<file path="config.mk">
export PLATFORM = sky130hd
export DESIGN_NAME = modsched_ctrl
export DESIGN_NICKNAME = d
export VERILOG_FILES = /design/src/rtl/modsched_pkg.sv /design/src/rtl/modsched_ii_bank.sv /design/src/rtl/modsched_ctrl_store.sv /design/src/rtl/modsched_seq.sv /design/src/rtl/modsched_ctrl.sv
export SDC_FILE = /design/constraint.sdc
export NUM_CORES = 1
export LEC_CHECK = 0
export ABC_CLOCK_PERIOD_IN_PS = 4600
export BUFFER_PORTS_ARGS = -buffer_cell sky130_fd_sc_hd__buf_4
export CORE_ASPECT_RATIO = 0.8
export CORE_MARGIN = 3
export CORE_UTILIZATION = 40
export CTS_CLUSTER_DIAMETER = 120
export DETAILED_ROUTE_END_ITERATION = 10
export PLACE_DENSITY = 0.59
export SYNTH_ARGS = -nofsm -noshare
export SYNTH_HDL_FRONTEND = slang
export SYNTH_SLANG_ARGS = --single-unit
</file>
<file path="constraint.sdc">
create_clock -name clk -period 4.6 [get_ports clk]
set_input_delay 0.69 -clock clk [delete_from_list [all_inputs] [get_ports clk]]
set_output_delay 0.69 -clock clk [all_outputs]
set_load 0.02 [all_outputs]
</file>
<file path="src/rtl/modsched_pkg.sv">
`timescale 1ns/1ps
package modsched_pkg;
  typedef enum logic {
    ST_IDLE = 1'b0,
    ST_RUN  = 1'b1
  } run_state_e;
endpackage

</file>
<file path="src/rtl/modsched_ii_bank.sv">
`timescale 1ns/1ps
module modsched_ii_bank #(
  parameter int NUM_LOOPS = 4,
  parameter int MAX_SLOTS = 16,
  parameter int LOOP_W    = 2,
  parameter int SLOT_W    = 4,
  parameter int IIW       = 5
) (
  input  logic              clk,
  input  logic              rst,
  input  logic              we,
  input  logic [LOOP_W-1:0] wloop,
  input  logic [IIW-1:0]    wval,
  input  logic [LOOP_W-1:0] rloop,
  output logic [SLOT_W-1:0] rlast
);
  localparam logic [IIW-1:0] MAX_II = IIW'(MAX_SLOTS);
  localparam logic [IIW-1:0] ONE_II = IIW'(1);

  logic [SLOT_W-1:0] last_tbl [NUM_LOOPS];
  logic [SLOT_W-1:0] wlast;

  // store II-1 so the counter compares against the final slot directly
  always_comb begin
    if (wval == '0)         wlast = '0;
    else if (wval > MAX_II) wlast = SLOT_W'(MAX_II - ONE_II);
    else                    wlast = SLOT_W'(wval - ONE_II);
  end

  for (genvar g = 0; g < NUM_LOOPS; g++) begin : g_ii
    always_ff @(posedge clk) begin
      if (rst)                                 last_tbl[g] <= '0;
      else if (we && (wloop == LOOP_W'(g)))    last_tbl[g] <= wlast;
    end
  end

  assign rlast = last_tbl[rloop];
endmodule

</file>
<file path="src/rtl/modsched_ctrl_store.sv">
`timescale 1ns/1ps
module modsched_ctrl_store #(
  parameter int DEPTH  = 64,
  parameter int AW     = 6,
  parameter int CTRL_W = 10
) (
  input  logic              clk,
  input  logic              we,
  input  logic [AW-1:0]     waddr,
  input  logic [CTRL_W-1:0] wdata,
  input  logic [AW-1:0]     raddr,
  output logic [CTRL_W-1:0] rdata
);
  logic [CTRL_W-1:0] mem [DEPTH];

  always_ff @(posedge clk) begin
    if (we) mem[waddr] <= wdata;
  end

  always_ff @(posedge clk) begin
    rdata <= mem[raddr];
  end
endmodule

</file>
<file path="src/rtl/modsched_seq.sv">
`timescale 1ns/1ps
module modsched_seq #(
  parameter int SLOT_W = 4,
  parameter int ITER_W = 16
) (
  input  logic              clk,
  input  logic              rst,
  input  logic              start,
  input  logic [SLOT_W-1:0] last_in,
  input  logic [ITER_W-1:0] iters_in,
  output logic              running,
  output logic [SLOT_W-1:0] slot_q,
  output logic [SLOT_W-1:0] next_slot,
  output logic              done
);
  import modsched_pkg::*;

  localparam logic [SLOT_W-1:0] ONE_S = SLOT_W'(1);
  localparam logic [ITER_W-1:0] ONE_I = ITER_W'(1);

  run_state_e        state_q;
  logic [SLOT_W-1:0] last_q;
  logic [ITER_W-1:0] pass_q;
  logic [ITER_W-1:0] final_pass_q;
  logic              at_wrap;
  logic              at_end;

  assign running = (state_q == ST_RUN);
  assign at_wrap = (slot_q == last_q);
  assign at_end  = at_wrap && (pass_q == final_pass_q);

  // look-ahead slot: address the store for the cycle after this one
  always_comb begin
    if (running && !at_wrap) next_slot = slot_q + ONE_S;
    else                     next_slot = '0;
  end

  always_ff @(posedge clk) begin
    if (rst) begin
      state_q      <= ST_IDLE;
      slot_q       <= '0;
      last_q       <= '0;
      pass_q       <= '0;
      final_pass_q <= '0;
      done         <= 1'b0;
    end else begin
      done <= 1'b0;
      case (state_q)
        ST_IDLE: begin
          if (start) begin
            state_q      <= ST_RUN;
            slot_q       <= '0;
            pass_q       <= '0;
            last_q       <= last_in;
            final_pass_q <= (iters_in == '0) ? '0 : iters_in - ONE_I;
          end
        end
        ST_RUN: begin
          slot_q <= next_slot;
          if (at_wrap) begin
            if (at_end) begin
              state_q <= ST_IDLE;
              done    <= 1'b1;
            end else begin
              pass_q <= pass_q + ONE_I;
            end
          end
        end
        default: state_q <= ST_IDLE;
      endcase
    end
  end

  assert_slot_bound_R3: assert property (@(posedge clk) disable iff (rst)
    running |-> (slot_q <= last_q));

  assert_slot_step_R3: assert property (@(posedge clk) disable iff (rst)
    (running && !at_wrap) |=> (running && (slot_q == $past(slot_q) + ONE_S)));

  assert_pass_wrap_R5: assert property (@(posedge clk) disable iff (rst)
    (running && at_wrap && !at_end) |=>
      (running && (slot_q == '0) && (pass_q == $past(pass_q) + ONE_I)));

  assert_finish_R6: assert property (@(posedge clk) disable iff (rst)
    (running && at_end) |=> (!running && done));
endmodule

</file>
<file path="src/rtl/modsched_ctrl.sv">
`timescale 1ns/1ps
module modsched_ctrl #(
  parameter int NUM_LOOPS = 4,
  parameter int MAX_SLOTS = 16,
  parameter int CTRL_W    = 10,
  parameter int ITER_W    = 16,
  localparam int LOOP_W   = $clog2(NUM_LOOPS),
  localparam int SLOT_W   = $clog2(MAX_SLOTS),
  localparam int IIW      = $clog2(MAX_SLOTS + 1)
) (
  input  logic              clk,
  input  logic              rst,
  input  logic              cfg_we,
  input  logic [LOOP_W-1:0] cfg_loop,
  input  logic [SLOT_W-1:0] cfg_slot,
  input  logic [CTRL_W-1:0] cfg_word,
  input  logic              ii_we,
  input  logic [LOOP_W-1:0] ii_loop,
  input  logic [IIW-1:0]    ii_value,
  input  logic              start,
  input  logic [LOOP_W-1:0] loop_sel,
  input  logic [ITER_W-1:0] iter_count,
  output logic              dp_en,
  output logic [CTRL_W-1:0] ctrl_word,
  output logic [SLOT_W-1:0] slot_idx,
  output logic              done
);
  localparam int AW    = LOOP_W + SLOT_W;
  localparam int DEPTH = NUM_LOOPS * MAX_SLOTS;

  logic              running;
  logic [SLOT_W-1:0] next_slot;
  logic [SLOT_W-1:0] sel_last;
  logic [LOOP_W-1:0] loop_q;
  logic [LOOP_W-1:0] rd_loop;
  logic              idle_cfg_we;
  logic              idle_ii_we;
  logic              start_ok;

  assign idle_cfg_we = cfg_we && !running;
  assign idle_ii_we  = ii_we && !running;
  assign start_ok    = start && !running;
  assign rd_loop     = running ? loop_q : loop_sel;

  always_ff @(posedge clk) begin
    if (rst)           loop_q <= '0;
    else if (start_ok) loop_q <= loop_sel;
  end

  modsched_ii_bank #(
    .NUM_LOOPS(NUM_LOOPS), .MAX_SLOTS(MAX_SLOTS),
    .LOOP_W(LOOP_W), .SLOT_W(SLOT_W), .IIW(IIW)
  ) ii_bank_i (
    .clk(clk), .rst(rst),
    .we(idle_ii_we), .wloop(ii_loop), .wval(ii_value),
    .rloop(loop_sel), .rlast(sel_last)
  );

  modsched_seq #(.SLOT_W(SLOT_W), .ITER_W(ITER_W)) seq_i (
    .clk(clk), .rst(rst),
    .start(start_ok), .last_in(sel_last), .iters_in(iter_count),
    .running(running), .slot_q(slot_idx), .next_slot(next_slot),
    .done(done)
  );

  modsched_ctrl_store #(.DEPTH(DEPTH), .AW(AW), .CTRL_W(CTRL_W)) store_i (
    .clk(clk),
    .we(idle_cfg_we), .waddr({cfg_loop, cfg_slot}), .wdata(cfg_word),
    .raddr({rd_loop, next_slot}), .rdata(ctrl_word)
  );

  assign dp_en = running;

  assert_done_pulse_R6: assert property (@(posedge clk) disable iff (rst)
    done |=> !done);

  assert_done_idle_R6: assert property (@(posedge clk) disable iff (rst)
    done |-> !dp_en);

  assert_start_slot0_R2: assert property (@(posedge clk) disable iff (rst)
    (start && !dp_en) |=> (dp_en && (slot_idx == '0)));

  assert_hold_loop_R7: assert property (@(posedge clk) disable iff (rst)
    (dp_en && start) |=> $stable(loop_q));
endmodule

</file>
==> results of run 1 <==
cell usage in the layout, fill, tap and decap left out, types with 19 or more instances in the layout:
cell type and n:
edfxtp_1 656, nor2_1 316, nand2_1 159, o21ai_0 153, nor3_1 123, buf_4 110, mux2i_1 79, clkbuf_16 74
a21oi_1 58, dfxtp_1 53, nor3b_1 39, o211a_1 35, o221a_2 35, o21a_1 28, a211oi_1 22, xnor2_1 22
a32oi_1 21, o211ai_1 20, clkbuf_1 19
report_power, final:
group | internal (mW) | switching (mW) | total [mW]
Combinational | 0.263 | 0.624 | 0.888
Clock | 3.20 | 2.41 | 5.61
Sequential | 7.10 | 0.0542 | 7.16
critical path: stages, from the launching register on:
cell     delay, ns
dfxtp_4       0.67
buf_4         0.79
nand3_1       0.21
xor2_1        0.26
o21ai_1       0.78
nor2_1        0.18
o21a_1        0.16
o31a_1        0.28
or3_1         0.37
flip-flops by register name, indices dropped and copies added, names as in the netlist:
name	cells
seq_i.last_q	4
seq_i.done	1
seq_i.final_pass_q	16
seq_i.pass_q	16
loop_q	2
store_i.rdata	10
seq_i.slot_q	4
seq_i.running	1
ii_bank_i.last_tbl	16
store_i.mem	640
cells by family (layout without fill, tap and decap cells):
logic type,Yosys count,in the layout,synth area share (%)
flops,710,710,70.4
mux,84,84,3.06
buf+inv,154,249,2.25
fa+ha+maj,5,5,0.212
simple gates,733,733,11.2
compound gates,476,476,11.7
xor+xnor,39,39,1.18
per-layer routing:
layer | vias to the layer above | routed length (um)
met5 | - | 0
met4 | 0 | 1770
met3 | 117 | 7410
met2 | 900 | 35700
met1 | 9578 | 38800
li1 | 8503 | -
through the flow:
| stage | util [%] | power, mW | hold slack, ns |
|---|---|---|---|
| 6_report | 45.9 | 13.7 | 0.319 |
| 5_1_grt | 45.9 | 14.1 | 0.334 |
| 4_1_cts | 45.9 | 13.7 | 0.290 |
| 3_5_place_dp | 42.8 | 8.17 | 0.468 |
| 3_3_place_gp | 42.8 | 8.16 | 0.468 |
| 2_1_floorplan | - | 7.72 | 0.444 |
worst max path at each step:
stage | slack, ns | end | cells past startpoint | start
after CTS | 0.77 | store_i.rdata[1]$_DFF_P_ | 8 | seq_i.slot_q[0]$_SDFFE_PP0P_
after global routing | 0.58 | store_i.rdata[1]$_DFF_P_ | 8 | seq_i.slot_q[0]$_SDFFE_PP0P_
after global placement | 0.92 | store_i.rdata[0]$_DFF_P_ | 8 | seq_i.slot_q[0]$_SDFFE_PP0P_
final | 0.78 | store_i.rdata[1]$_DFF_P_ | 8 | seq_i.slot_q[0]$_SDFFE_PP0P_
after floorplan | 1.89 | store_i.rdata[0]$_DFF_P_ | 10 | seq_i.slot_q[1]$_SDFFE_PP0P_
after detailed placement | 0.83 | store_i.rdata[1]$_DFF_P_ | 8 | seq_i.slot_q[0]$_SDFFE_PP0P_
area by class of cell:
type,count,share of cell area (%)
clock inverters,33,0.827
repair buffers,114,2.72
multi-input cells,1337,24.6
flip-flops and latches,710,62.4
clock buffers,94,5.82
well taps,945,3.55
inverters,8,0.0902
==> results.md, run 1 <==
- Status: complete, no violations
- Dpl hpwl: 51700 um
- Flop and latch count out of synthesis: 710
- Arrival time worst endpoint: 4.32 ns
- GP Congestion: 0.949
- Root Driver: clkbuf_16
- Fin crit share: 83.1%
- # setup viols final: 0
- CP max FO: 79
- CTS tree: done
- Antenna violations before repair: 3
- Final wirelength: 83700 um
- Setup Skew: 0.0313 ns
- Element type at the critical path end: flop
- Slew Limit Headroom: 25.4%
- Pleak: 10.7 nW
- Starting density of the core: 40.7%
- Chip Width: 310 um
- Net Count, Synth: 2252
- Startpoint Class: flop
- Fill cells: 6417
- Met1 GRT Util: 33.8%
- ANT nets after route: 0
- Period minus WS final: 3.82 ns
- Setup bufs post-CTS: 0
- Post-CTS sizing: 0
- First-pass GRT wire length: 122000 um
- Asr flop ratio synth: 0%
- Router iterations before antenna repair: 5
- Flop2flop setup slack: 0.78 ns
- GR peak layer: met1
- Leading area contributor after synthesis: edfxtp_1
- Non-filler cells in the finished layout: 3241
- Clock sink count: 710
- Number of port buffers: 61
- P per Cell Area: 410 mW/mm^2
- Post-route worst setup slack: 0.775 ns
- Via count: 19098
- Worst min path class: in2reg
- # Max-Cap Violations: 0
- Core area: 0.0726 sq mm
- Cell Rows: 88
- Leading cell type by number of instances after synthesis: edfxtp_1
- Worst reg2reg startpoint: seq_i.slot_q[0]$_SDFFE_PP0P_
- Primary FF master, synth: edfxtp_1
- Ys Warns: 0
- Most frequent cells after synthesis: edfxtp_1, nor2_1, nand2_1
- Worst reg2reg path depth: 8
- Clock latency on the worst-skew pair: 0.62 ns
- Clock transition at path regs: 0.07 ns
- Post-synthesis sequential area ratio: 70.4%
- Final hold vios: 0
- Layout Nets: 2294
- Met2 Track Usage GR: 30.2%
- Post-route DRC violation count: 0
- Inst Count DP: 3114
- Clock buffer depth: 3
- I/O pin total: 62
- Top post-synthesis cells by area: edfxtp_1, nor2_1, dfxtp_1
- Area post-placement: 0.0311 sq mm
- Tot GR Track Use: 21.3%
- R2r endpoint: store_i.rdata[1]$_DFF_P_
- Multi-input gate area: 0.00817 sq mm
- Worst hold path endpoint: seq_i.final_pass_q[0]$_SDFFE_PP0P_
- Flip-flop and latch area: 0.0208 sq mm
- Worst path required time: 5.09 ns
- Number of synthesized flops with an enable pin: 656
- FMAX: 0.261 GHz
- Die Span Y: 249 um
- Worst-Margin Slew: 1.11 ns
- CTS Hold Buffers Added: 0
- Largest net degree at the start of global routing: 202
- Fraction of layout cells with a size suffix above 1: 11.9%
- Yosys top cell area share: 66.7%
- Hold Crit Start: iter_count[0]
- Clock H-tree levels: 3
- Initial DRC count: 2539
- Vias in the first global route: 17846
- Vias per inst: 5.89
- Avg Synthesized Cell Area: 13.4 sq um
- Met3 track demand over resource: 3.84%
- Post-route cell area: 0.0333 sq mm
- Area growth syn-to-layout: 12.7%
- Final setup TNS: 0 ns
- CTS Buf Count: 72
- Pre-CTS setup slack: 0.826 ns
- Number of distinct library cells after synthesis: 66
- CP Class: reg2reg
- Die area: 0.0772 sq mm
- ANT cells: 0
- Mapped Cells: 2201
- RSZ-0062 raised after global routing: false
- Grt ovf: 0
- Worst VDD drop: 0.000243 V
- Max-slew violation count: 0
- Hold Crit Depth: 2
- Cell area after synthesis: 0.0295 sq mm
- Drt wl/cell: 25.8 um
(Power assumes the default switching activity.)
==> inputs of run 2 (changes only) <==
--- a/config.mk
+++ b/config.mk
@@ -5,14 +5,14 @@
 export SDC_FILE = /design/constraint.sdc
 export NUM_CORES = 1
 export LEC_CHECK = 0
-export ABC_CLOCK_PERIOD_IN_PS = 4600
+export ABC_CLOCK_PERIOD_IN_PS = 3300
 export BUFFER_PORTS_ARGS = -buffer_cell sky130_fd_sc_hd__buf_4
 export CORE_ASPECT_RATIO = 0.8
 export CORE_MARGIN = 3
 export CORE_UTILIZATION = 40
 export CTS_CLUSTER_DIAMETER = 120
 export DETAILED_ROUTE_END_ITERATION = 10
-export PLACE_DENSITY = 0.59
+export PLACE_DENSITY = 0.61
 export SYNTH_ARGS = -nofsm -noshare
 export SYNTH_HDL_FRONTEND = slang
 export SYNTH_SLANG_ARGS = --single-unit
==> constraint.sdc (replaced) <==
create_clock -name clk -period 3.3 [get_ports clk]
set_input_delay 0.495 -clock clk [delete_from_list [all_inputs] [get_ports clk]]
set_output_delay 0.495 -clock clk [all_outputs]
set_load 0.02 [all_outputs]
==> run 2 against run 1 <==
Effect of this change: cell count grew 3.3%; clock skew shrank 0.0045 ns; hold slack lost 0.20 ns; clock-buffer cell count shrank 7; register-to-register slack lost 0.67 ns; sequential cell count is the same; sequential share of layout area shrank 2.0 points; sequential power grew 39%; first-iteration DRC count shrank 3.5%; critical endpoint is now store_i.rdata[2]$_DFF_P_; largest cell class unchanged.
==> results.md, run 2 (synthesized netlist as in run 1, its figures left out) <==
- Status: complete, no violations
- Final hold vios: 0
- Pre-CTS setup slack: -0.229 ns
- Clock H-tree levels: 3
- Antenna violations before repair: 3
- I/O pin total: 62
- CTS Buf Count: 71
- Router iterations before antenna repair: 6
- CTS Hold Buffers Added: 0
- Most common cell after layout, fill and taps aside: edfxtp_1
- Max-slew violation count: 0
- GP Congestion: 0.890
- First-pass GRT wire length: 127000 um
- Dpl hpwl: 54100 um
- Clock transition at path regs: 0.07 ns
- Worst-Margin Slew: 0.985 ns
- Max reg flops: 640
- Crit path cell chain: xor2_2 > buf_4 > o41a_2 > and2_2 > buf_4 > o211a_1 > o21ai_0 > nand4_1 > or3_1
- Root Driver: clkbuf_16
- # Max-Cap Violations: 0
- Element type at the critical path end: flop
- Number of port buffers: 61
- ANT nets after route: 0
- Area growth syn-to-layout: 16.4%
- Pleak: 11.4 nW
- Setup Skew: 0.0268 ns
- Worst path required time: 3.82 ns
- Delay-heaviest family, CP: simple AND/OR/NAND/NOR gates
- Initial DRC count: 2449
- Post-route DRC violation count: 0
- Largest net degree at the start of global routing: 130
- Chip Width: 310 um
- Tot GR Track Use: 22.1%
- Worst VDD drop: 0.000360 V
- Most frequent cells in the layout: edfxtp_1, nor2_1, buf_4
- Area post-placement: 0.0319 sq mm
- Final wirelength: 86800 um
- ANT cells: 0
- Starting density of the core: 40.7%
- Final Power: 19.6 mW
- Cell Rows: 88
- CP Class: reg2reg
- FMAX: 0.314 GHz
- Vias per inst: 5.86
- # setup viols final: 0
- CTS tree: done
- Vias in the first global route: 18661
- Fin crit share: 96.7%
- Core area: 0.0726 sq mm
- Fraction of layout cells with a size suffix above 1: 16.1%
- Post-route cell area: 0.0344 sq mm
- Flop2flop setup slack: 0.11 ns
- Via count: 19603
- Slew Limit Headroom: 34.1%
- Layout Nets: 2396
- Slowest library cell on the worst path: o41a_2
- Startpoint Class: flop
- CP max stage delay: 0.54 ns
- Clock latency on the worst-skew pair: 0.63 ns
- Crit-path most repeated cell: buf_4
- Worst min path class: in2reg
- Die area: 0.0772 sq mm
- Die Span Y: 249 um
- Largest Register: store_i.mem
- Clock buffer depth: 3
- Post-route worst setup slack: 0.110 ns
- Buf/Inv on CP: 2
- Drt wl/cell: 25.9 um
- P per Cell Area: 570 mW/mm^2
- CP max FO: 19
- Arrival time worst endpoint: 3.71 ns
- Clock sink count: 710
- Period minus WS final: 3.19 ns
- Grt ovf: 0
==> run 2: area by class of cell <==
type                       instances  area, sq um
timing repair buffer             217         1810
sequential                       710        20800
fill                            6339        38200
clock inverter                    44          462
multi-input combinational       1337         8180
tap                              945         1180
clock buffer                      87         1920
inverter                           8         30.0
==> run 2: layer usage <==
layer | track usage [%] | part of all wire [%]
met1 | 33.6 | 45
met2 | 32.9 | 44
met3 | 3.92 | 8.9
met4 | 5.62 | 2.6
met5 | 0 | 0
==> run 2: worst reg2reg max path, stage by stage (launching register included) <==
cell     delay [ns]
dfxtp_1        0.33
xor2_2         0.20
buf_4          0.18
o41a_2         0.54
and2_2         0.39
buf_4          0.26
o211a_1        0.11
o21ai_0        0.30
nand4_1        0.32
or3_1          0.45
==> run 2: stage by stage <==
| stage | instances | hold slack [ns] | TNS [ns] | utilization, % |
|---|---|---|---|---|
| after floorplan | 2201 | 0.444 | 0 | - |
| after global placement | 3211 | 0.467 | -0.646 | 44.0 |
| after detailed placement | 3211 | 0.469 | -0.910 | 44.0 |
| after CTS | 3345 | 0.0907 | 0 | 47.3 |
| after global routing | 3348 | 0.115 | -0.00705 | 47.4 |
| final | 3348 | 0.121 | 0 | 47.4 |
==> run 2: timing repair <==
| item | in CTS | in global routing |
|---|---|---|
| pin swaps | 2 | 2 |
| setup buffers | 3 | 2 |
| endpoints found under the setup margin | 7 | 5 |
| resized for setup | 2 | 0 |
| cloned | 0 | 1 |
==> run 2: report_power, final <==
group	leakage, nW	switching [mW]	internal [mW]
clock	1.17	3.51	4.81
combinational	3.83	0.885	0.411
sequential	6.36	0.0589	9.90
total	11.4	4.46	15.1
==> run 2: final timing paths <==
kind                                      start                                  to  cells after the start
min reg2reg  seq_i.final_pass_q[6]$_SDFFE_PP0P_  seq_i.final_pass_q[6]$_SDFFE_PP0P_                      1
max reg2reg        seq_i.slot_q[2]$_SDFFE_PP0P_            store_i.rdata[2]$_DFF_P_                      9
max                seq_i.slot_q[2]$_SDFFE_PP0P_            store_i.rdata[2]$_DFF_P_                      9
min                               iter_count[0]  seq_i.final_pass_q[0]$_SDFFE_PP0P_                      2
==> inputs of run 3 (changes only) <==
--- a/config.mk
+++ b/config.mk
@@ -9,10 +9,10 @@
 export BUFFER_PORTS_ARGS = -buffer_cell sky130_fd_sc_hd__buf_4
 export CORE_ASPECT_RATIO = 0.8
 export CORE_MARGIN = 3
-export CORE_UTILIZATION = 40
+export CORE_UTILIZATION = 35
 export CTS_CLUSTER_DIAMETER = 120
 export DETAILED_ROUTE_END_ITERATION = 10
-export PLACE_DENSITY = 0.61
+export PLACE_DENSITY = 0.55
 export SYNTH_ARGS = -nofsm -noshare
 export SYNTH_HDL_FRONTEND = slang
 export SYNTH_SLANG_ARGS = --single-unit
==> run 3 against run 2 <==
Effect of this change: highest routed layer is now met5; largest cell class unchanged; via count down 1.9%; power down 1.4%; critical path depth did not move; clock skew increased by 0.010 ns; cell count rose by 4.5%; clock power is 3.1% lower; clock-buffer cell count up 5.
==> results.md, run 3 (synthesized netlist as in run 1, its figures left out) <==
- Pre-CTS setup slack: 0.0236 ns
- Worst min path class: in2reg
- Pleak: 11.3 nW
- I/O pin total: 62
- Final wirelength: 86400 um
- First-pass GRT wire length: 127000 um
- Most common cell after layout, fill and taps aside: edfxtp_1
- Post-route cell area: 0.0344 sq mm
- CTS Hold Buffers Added: 0
- FMAX: 0.312 GHz
- # Max-Cap Violations: 0
- Dpl hpwl: 53100 um
- CP Class: reg2reg
- Via count: 19227
- Period minus WS final: 3.20 ns
- Starting density of the core: 35.6%
- Clock transition at path regs: 0.06 ns
- CP max FO: 46
- Element type at the critical path end: flop
- Worst-Margin Slew: 1.00 ns
- Number of port buffers: 61
- Clock latency on the worst-skew pair: 0.63 ns
- Worst reg2reg startpoint: seq_i.slot_q[1]$_SDFFE_PP0P_
- Layout Nets: 2391
- Post-route worst setup slack: 0.0978 ns
- CTS Buf Count: 73
- RSZ-0062 raised after global routing: false
- Worst setup path endpoint: store_i.rdata[4]$_DFF_P_
- P per Cell Area: 561 mW/mm^2
- Fraction of layout cells with a size suffix above 1: 16.0%
- Setup Skew: 0.0370 ns
- Worst path required time: 3.79 ns
- Max-slew violation count: 0
- Root Driver: clkbuf_16
- Die area: 0.0879 sq mm
- Final hold vios: 0
- Initial DRC count: 1847
- Clock sink count: 710
- Vias per inst: 5.50
- Worst reg2reg path depth: 9
- Die Span Y: 266 um
- Critical path origin: seq_i.slot_q[1]$_SDFFE_PP0P_
- Post-route DRC violation count: 0
- Chip Width: 331 um
- Grt ovf: 0
- Area post-placement: 0.0321 sq mm
- ANT nets after route: 0
- Slew Limit Headroom: 33.3%
- CTS tree: done
- Clock H-tree levels: 3
- Vias in the first global route: 18705
- R2r endpoint: store_i.rdata[4]$_DFF_P_
- Area growth syn-to-layout: 16.5%
- Fin crit share: 97.0%
- Worst VDD drop: 0.000459 V
- Tot GR Track Use: 19.5%
- Cell Rows: 94
- Status: complete, no violations
- Startpoint Class: flop
- Router iterations before antenna repair: 6
- # setup viols final: 0
- Largest Register: store_i.mem
- Final setup TNS: 0 ns
- Drt wl/cell: 24.7 um
- Most frequent cells in the layout: edfxtp_1, nor2_1, buf_4
- Largest net degree at the start of global routing: 119
- Clock buffer depth: 3
- GP Congestion: 0.889
- Core area: 0.0829 sq mm
- Flop2flop setup slack: 0.1 ns
- Antenna violations before repair: 4
- Arrival time worst endpoint: 3.69 ns
- Max reg flops: 640
run 3: cell count changes in the layout (fill, tap and decap cells not counted), sizes merged:
cell	change
buf	-6
clkbuf	+4
clkinvlp	+2
diode	+1
clkinv	-7
bufinv	-3
run 3: worst min-delay path by stage:
stage / startpoint / endpoint / depth (start not counted)
after floorplan: seq_i.final_pass_q[9]$_SDFFE_PP0P_ / seq_i.final_pass_q[9]$_SDFFE_PP0P_ / 2
after global placement: seq_i.final_pass_q[6]$_SDFFE_PP0P_ / seq_i.final_pass_q[6]$_SDFFE_PP0P_ / 1
after detailed placement: seq_i.last_q[3]$_SDFFE_PP0P_ / seq_i.last_q[3]$_SDFFE_PP0P_ / 2
after CTS: iter_count[0] / seq_i.final_pass_q[0]$_SDFFE_PP0P_ / 2
after global routing: iter_count[0] / seq_i.final_pass_q[0]$_SDFFE_PP0P_ / 2
final: iter_count[0] / seq_i.final_pass_q[0]$_SDFFE_PP0P_ / 2
run 3: repair_timing:
item	CTS	global route
setup buffers	0	0
gates resized for setup	0	6
endpoints found under the setup margin	0	6
run 3: critical path: stages (launching register included):
cell and delay [ns]:
dfxtp_1 0.43, ha_2 0.30, xor2_4 0.27, buf_12 0.32, mux2i_1 0.30, o21ai_0 0.19, o21ai_0 0.35, a211oi_1 0.17
o31a_1 0.32, or3_1 0.37
run 3: per-stage QoR:
stage               power (mW)  util [%]  cells  hold slack (ns)
finish                    19.3      41.5   3498            0.130
detailed placement        11.4      38.7   3369            0.469
global placement          11.4      38.7   3369            0.466
floorplan                 10.8         -   2201            0.444
CTS                       19.5      41.5   3497           0.0845
global route              19.9      41.5   3497            0.124
run 3: power breakdown:
group	internal (mW)	switching [mW]	leakage, nW
registers	9.90	0.0606	6.36
clock network	4.63	3.44	1.13
logic	0.404	0.866	3.78
total	14.9	4.36	11.3
run 3: per-layer routing:
metal	vias to the layer above	global-route usage (%)	wire length, um
met5	-	0	26
met4	4	4.06	1540
met3	111	4.00	6110
met2	709	30.0	38900
met1	9714	28.7	39900
li1	8689	-	-
run 3: layout make-up:
class,count,area (sq um)
antenna,1,2.50
clock buffer,92,1960
clock inverter,36,345
fill,7590,48500
inverter,8,30.0
multi-input combinational,1337,8170
sequential,710,20800
tap,1104,1380
timing repair buffer,210,1740
